### config.mk
export PLATFORM = sky130hd
export DESIGN_NAME = vscan_seq
export DESIGN_NICKNAME = d
export VERILOG_FILES = /design/src/rtl/vscan_pkg.sv /design/src/rtl/vscan_axis.sv /design/src/rtl/vscan_couple.sv /design/src/rtl/vscan_seq.sv
export SDC_FILE = /design/constraint.sdc
export NUM_CORES = 1
export LEC_CHECK = 0
export ABC_AREA = 0
export BUFFER_PORTS_ARGS = -buffer_cell sky130_fd_sc_hd__buf_4
export CORE_MARGIN = 3
export CORE_UTILIZATION = 50
export CTS_BUF_LIST = sky130_fd_sc_hd__clkbuf_2 sky130_fd_sc_hd__clkbuf_4 sky130_fd_sc_hd__clkbuf_8
export DETAILED_ROUTE_END_ITERATION = 8
export GPL_ROUTABILITY_DRIVEN = 0
export PLACE_DENSITY_LB_ADDON = 0.12
export SLEW_MARGIN = 20
export SYNTH_ARGS = -nofsm -noshare
export SYNTH_HDL_FRONTEND = slang
export SYNTH_SLANG_ARGS = --single-unit
### constraint.sdc
create_clock -name clk -period 4.6 [get_ports clk]
set_clock_uncertainty 0.2 [all_clocks]
set_input_delay 0.23 -clock clk [delete_from_list [all_inputs] [get_ports clk]]
set_output_delay 0.23 -clock clk [all_outputs]
set_load 0.05 [all_outputs]
### src/rtl/vscan_pkg.sv
package vscan_pkg;

    localparam int COORD_W  = 16;
    localparam int NUM_AXES = 2;
    localparam int HANDLE_W = NUM_AXES * COORD_W;

    typedef logic [COORD_W-1:0] coord_t;

    typedef enum logic [1:0] {
        CPL_LOCK      = 2'b00,
        CPL_Y_AFTER_X = 2'b01,
        CPL_X_AFTER_Y = 2'b10,
        CPL_LOCK_ALT  = 2'b11
    } couple_e;

    typedef struct packed {
        coord_t floor_pos;
        coord_t base_init;
        coord_t base_step;
        coord_t ceil_pos;
        coord_t limit_init;
        coord_t limit_step;
        coord_t addr_step;
    } axis_cfg_t;

    typedef struct packed {
        logic line_end;
        logic scan_end;
    } axis_flags_t;

    // An edge has reached its bound, in the direction its step moves it.
    function automatic logic edge_reached(coord_t pos, coord_t bound, coord_t step);
        return step[COORD_W-1] ? (pos <= bound) : (pos >= bound);
    endfunction

endpackage

### src/rtl/vscan_axis.sv
module vscan_axis
    import vscan_pkg::*;
(
    input  logic        clk,
    input  logic        rst,
    input  logic        load,
    input  axis_cfg_t   cfg_in,
    input  logic        advance,
    output coord_t      addr,
    output axis_flags_t flags
);

    axis_cfg_t        cfg_q;
    coord_t           base_q;
    coord_t           limit_q;
    coord_t           addr_q;
    logic [COORD_W:0] addr_next_wide;
    coord_t           base_next;
    logic             final_line;

    assign addr_next_wide = {1'b0, addr_q} + {1'b0, cfg_q.addr_step};
    assign base_next      = base_q + cfg_q.base_step;
    assign final_line     = edge_reached(base_q, cfg_q.floor_pos, cfg_q.base_step)
                          | edge_reached(limit_q, cfg_q.ceil_pos, cfg_q.limit_step);

    assign flags.line_end = addr_next_wide > {1'b0, limit_q};
    assign flags.scan_end = flags.line_end & final_line;
    assign addr           = addr_q;

    always_ff @(posedge clk) begin
        if (rst) begin
            cfg_q   <= '0;
            base_q  <= '0;
            limit_q <= '0;
            addr_q  <= '0;
        end else if (load) begin
            cfg_q   <= cfg_in;
            base_q  <= cfg_in.base_init;
            limit_q <= cfg_in.limit_init;
            addr_q  <= cfg_in.base_init;
        end else if (advance) begin
            if (flags.line_end) begin
                base_q  <= base_next;
                limit_q <= limit_q + cfg_q.limit_step;
                addr_q  <= base_next;
            end else begin
                addr_q  <= addr_next_wide[COORD_W-1:0];
            end
        end
    end

endmodule

### src/rtl/vscan_couple.sv
module vscan_couple
    import vscan_pkg::*;
(
    input  couple_e     mode,
    input  axis_flags_t fx,
    input  axis_flags_t fy,
    input  logic        fire,
    output logic        adv_x,
    output logic        adv_y,
    output logic        last
);

    always_comb begin
        unique case (mode)
            CPL_Y_AFTER_X: begin
                adv_x = fire;
                adv_y = fire & fx.line_end;
                last  = fx.scan_end | (fx.line_end & fy.scan_end);
            end
            CPL_X_AFTER_Y: begin
                adv_x = fire & fy.line_end;
                adv_y = fire;
                last  = fy.scan_end | (fy.line_end & fx.scan_end);
            end
            default: begin
                adv_x = fire;
                adv_y = fire;
                last  = fx.scan_end | fy.scan_end;
            end
        endcase
    end

endmodule

### src/rtl/vscan_seq.sv
module vscan_seq
    import vscan_pkg::*;
(
    input  logic                clk,
    input  logic                rst,
    input  logic                start,
    input  logic                rel_origin,
    input  logic [1:0]          couple_mode,
    input  logic [HANDLE_W-1:0] ctx_offset,
    input  logic [COORD_W-1:0]  x_floor,
    input  logic [COORD_W-1:0]  x_base_init,
    input  logic [COORD_W-1:0]  x_base_step,
    input  logic [COORD_W-1:0]  x_ceil,
    input  logic [COORD_W-1:0]  x_limit_init,
    input  logic [COORD_W-1:0]  x_limit_step,
    input  logic [COORD_W-1:0]  x_addr_step,
    input  logic [COORD_W-1:0]  y_floor,
    input  logic [COORD_W-1:0]  y_base_init,
    input  logic [COORD_W-1:0]  y_base_step,
    input  logic [COORD_W-1:0]  y_ceil,
    input  logic [COORD_W-1:0]  y_limit_init,
    input  logic [COORD_W-1:0]  y_limit_step,
    input  logic [COORD_W-1:0]  y_addr_step,
    input  logic                pos_ready,
    output logic                pos_valid,
    output logic [HANDLE_W-1:0] pos_handle,
    output logic                pos_last,
    output logic                busy
);

    logic                  busy_q;
    couple_e               mode_q;
    coord_t [NUM_AXES-1:0] ctx_q;
    coord_t [NUM_AXES-1:0] origin_q;

    axis_cfg_t             cfg_raw [NUM_AXES];
    axis_cfg_t             cfg_adj [NUM_AXES];
    coord_t                pos     [NUM_AXES];
    axis_flags_t           flg     [NUM_AXES];
    logic [NUM_AXES-1:0]   adv;
    logic                  launch;
    logic                  fire;
    logic                  last_raw;

    assign launch = start & ~busy_q;
    assign fire   = busy_q & pos_ready;

    assign cfg_raw[0] = '{floor_pos: x_floor, base_init: x_base_init, base_step: x_base_step,
                          ceil_pos: x_ceil, limit_init: x_limit_init, limit_step: x_limit_step,
                          addr_step: x_addr_step};
    assign cfg_raw[1] = '{floor_pos: y_floor, base_init: y_base_init, base_step: y_base_step,
                          ceil_pos: y_ceil, limit_init: y_limit_init, limit_step: y_limit_step,
                          addr_step: y_addr_step};

    for (genvar a = 0; a < NUM_AXES; a++) begin : g_axis
        coord_t shift;
        assign shift = rel_origin ? origin_q[a] : '0;
        assign cfg_adj[a] = '{floor_pos:  cfg_raw[a].floor_pos + shift,
                              base_init:  cfg_raw[a].base_init + shift,
                              base_step:  cfg_raw[a].base_step,
                              ceil_pos:   cfg_raw[a].ceil_pos + shift,
                              limit_init: cfg_raw[a].limit_init + shift,
                              limit_step: cfg_raw[a].limit_step,
                              addr_step:  cfg_raw[a].addr_step};

        vscan_axis u_axis (
            .clk     (clk),
            .rst     (rst),
            .load    (launch),
            .cfg_in  (cfg_adj[a]),
            .advance (adv[a]),
            .addr    (pos[a]),
            .flags   (flg[a])
        );
    end

    vscan_couple u_couple (
        .mode  (mode_q),
        .fx    (flg[0]),
        .fy    (flg[1]),
        .fire  (fire),
        .adv_x (adv[0]),
        .adv_y (adv[1]),
        .last  (last_raw)
    );

    always_ff @(posedge clk) begin
        if (rst) begin
            busy_q   <= 1'b0;
            mode_q   <= CPL_LOCK;
            ctx_q    <= '0;
            origin_q <= '0;
        end else if (launch) begin
            busy_q   <= 1'b1;
            mode_q   <= couple_e'(couple_mode);
            ctx_q    <= ctx_offset;
        end else if (fire && last_raw) begin
            busy_q      <= 1'b0;
            origin_q[0] <= pos[0];
            origin_q[1] <= pos[1];
        end
    end

    assign pos_valid  = busy_q;
    assign busy       = busy_q;
    assign pos_last   = busy_q & last_raw;
    assign pos_handle = {pos[1] + ctx_q[1], pos[0] + ctx_q[0]};

endmodule

==> metrics.yaml <==
multi_input_area_um2: 18730
synth_top_area_share_pct: 25.55
setup_violations: 129
h-tree-depth: 2
cp_top_family: "compound AO/OA/AOI/OAI gates"
cp_num_buf_inv: 3
row_count: 81
cts_buffers: 60
overflow: 0
hold_viol_final: 0
crit_path_end_kind: "output pin"
antenna_found_initial: 2
drtPass1Iterations: 8
start_util_pct: 51.17
drt-initial-drc-count: 2559
nFillCells: 3984
drv_cap: 0
dp_hpwl_um: 73380
ys.flop_type: "dfxtp_1"
cts_root_buf: "clkbuf_8"
outcome: "complete, but fails checks"
syn_area_um2: 25310
power-per-cell-area_nw_per_um2: 383.9
port_buffers: 297
crit_chain: "ha_4 > fa_2 > a211oi_4 > o21ai_2 > a2111oi_4 > buf_4 > o311ai_4 > a21oi_2 > xnor2_2 > ha_1 > nand4_1 > nor3_2 > o21ai_1 > or4b_4 > o21a_4 > or2_4 > a32oi_4 > buf_12 > nor2_4 > buf_8"
clkPwrFrac_pct: 23.2
yosysSeqAreaShare_pct: 25.55
worstSkewPairLatency_ps: 690
comb_power_share_pct: 50.7
cp.required_ps: 4170
yosys.cell_count.top_type: "nand2_1"
grt_max_degree: 151
drive_gt1_share_pct: 20.00
fin_crit_ps: 5406
synth_compound_gate_area_share_pct: 24.04
syn_area_per_cell_um2: 7.641
grt_pass1_wl_um: 153100
path_class: "flop to output pin"
slew_violations: 0
wl_per_cell_um: 21.71
ys_seq_elements: 323
p_leak_nw: 15.51
grt_util_all_layers_pct: 36.38
fin_hold_ws_ps: 25.84
switching_power_mw: 5.473
syn-num-nets: 3929
nets: 4595
cts_num_sinks: 323
core_area_um2: 49460
setup_ws_ps: -806.1
yosys.area_share.simple_pct: 20.91
die_y_um: 231.0
synth_edf_count: 0
crit_arrival_ps: 4980
drc_errors: 0
viasPerCell: 6.069
synthXorXnorAreaFrac_pct: 5.849
synth_warnings: 0
tightest_slew_ps: 1160
cp_slowest_stage_delay_ps: 470
p_sw_share_pct: 41.03
seq_power_share_pct: 26.1
cts_tree: "done"
regArea_um2: 6470
grt_pass1_vias: 27830
vias: 28450
synthTopCellsByCount: "nand2_1 (491), a21oi_1 (375), ha_1 (338)"
die-area_um2: 53350
start_kind: "flop"
wl_um: 101800
clkTransAtPathRegs_ps: 70
clk_path_buf_depth: 3
hold_class: "input pin to flop"
synth_area_leaders: "dfxtp_1 (26%), ha_1 (17%), a21oi_1 (7.4%)"
ios: 298
peakVddDrop_v: 0.0002948
synth_adder_area_share_pct: 17.98
total_power_mw: 13.34
yosys.area.top_type: "dfxtp_1"
cp_max_fo: 3
violations: "negative setup slack"
synth_top_family_by_area: "compound AO/OA/AOI/OAI gates"
maxSlewHeadroom_pct: 22.63
ant_nets: 0
p_int_mw: 7.864
max_freq_ghz: 0.1850
rsz0062_at_grt: "true"
syn_to_final_growth_pct: 37.29
synth.distinct_cells: 83
period_share_pct: 117.5
crit_slowest_cell: "or4b_4"
die-width_um: 231.0
syn_inst: 3312
muxShareOfSynthArea_pct: 0.5637
synthArstFlopShare_pct: 0
[path summary, 6_finish.rpt]
kind	slack, ps	cells after the start	to	from
min	30	6	g_axis[0].u_axis.limit_q[10]	x_limit_init[9]
max	-810	20	pos_last	g_axis[0].u_axis.cfg_q[0]
min reg2reg	250	2	g_axis[1].u_axis.cfg_q[101]	g_axis[1].u_axis.cfg_q[101]
max reg2reg	-640	24	g_axis[1].u_axis.addr[10]	g_axis[0].u_axis.cfg_q[0]
[metal layers]
| metal | track usage (%) | part of all wire (%) |
|---|---|---|
| met5 | 0 | 0 |
| met4 | 24.66 | 8.1 |
| met3 | 6.528 | 8.3 |
| met2 | 60.62 | 46 |
| met1 | 42.66 | 38 |
[stage by stage]
step	cells	utilization, %	worst slack (ps)	setup TNS [ps]	area, µm²
detailed placement	4271	58.57	-456.1	-44440	28970
floorplan	3312	-	-12.89	-12.89	25380
CTS	4657	68.15	-871.1	-37240	33700
finish	4688	70.24	-806.1	-50540	34740
global route	4684	70.22	-971.7	-70610	34730
global placement	4271	58.57	-325.7	-31100	28970
[layout make-up]
cell class / instances / share of cell area, %
antenna: 5 / 0.03602
clock buffer: 94 / 3.472
clock inverter: 9 / 0.2845
inverter: 200 / 2.161
multi-input combinational: 2664 / 53.92
sequential: 323 / 18.62
tap: 664 / 2.391
timing repair buffer: 729 / 19.11
[cells by family after synthesis]
logic type	count (synthesis)
AOI/OAI and AO/OA	972
xor gates and xnor gates	169
adders and majority gates	354
buffers and inverters	329
DFF	323
muxes	14
and+or+nand+nor	1151
[timing repair]
action / in CTS / in global routing
hold buffers: 252 / 0
endpoints found under the setup margin: 130 / 132
setup buffers: 21 / 26
resized for setup: 145 / 205
hold endpoints to repair: 233 / 0
pin swaps: 61 / 103
gates cloned: 11 / 6
[state kept, by name, indices dropped and copies added (netlist names)]
signal and flops:
mode_q 2, busy 1, ctx_q 32, origin_q 32, g_axis.u_axis.limit_q 32, g_axis.u_axis.addr 32
g_axis.u_axis.base_q 32, g_axis.u_axis.cfg_q 160
[power groups by stage]
stage	clock network, mW	logic [mW]	registers, mW
global placement	0	5.01	3.50
global route	3.25	7.18	3.49
floorplan	0	3.49	3.35
finish	3.09	6.76	3.48
CTS	3.12	5.87	3.46
detailed placement	0	5.15	3.51
[layout by cell type, fill, tap and decap left out, types with 27 or more instances in the layout]
cell           Yosys  final
a211oi_1          53     42
a21o_1            59     58
a21oi_1          375    354
a31oi_1           45     42
and2_1            46     43
buf_4              3    415
buf_6              4     27
clkbuf_8           0     81
dfxtp_1          323    320
dlygate4sd3_1      0    252
ha_1             338    337
inv_1            200    200
nand2_1          491    470
nand3_1           72     70
nand3b_1          37     37
nor2_1           230    197
nor2b_1           38     37
nor3_1            89     78
o21a_1            39     38
o21ai_0          178    142
o21ai_2            1     31
or3_1             37     37
xnor2_1          118    115
xor2_1            51     51
[tightest hold or removal path: stages]
cell and delay, ps:
buf_4 90, ha_1 200, nor2_1 70, xnor2_1 130, nor2_1 90, a311oi_1 50
No activity file was read; power rests on OpenSTA's default activity.
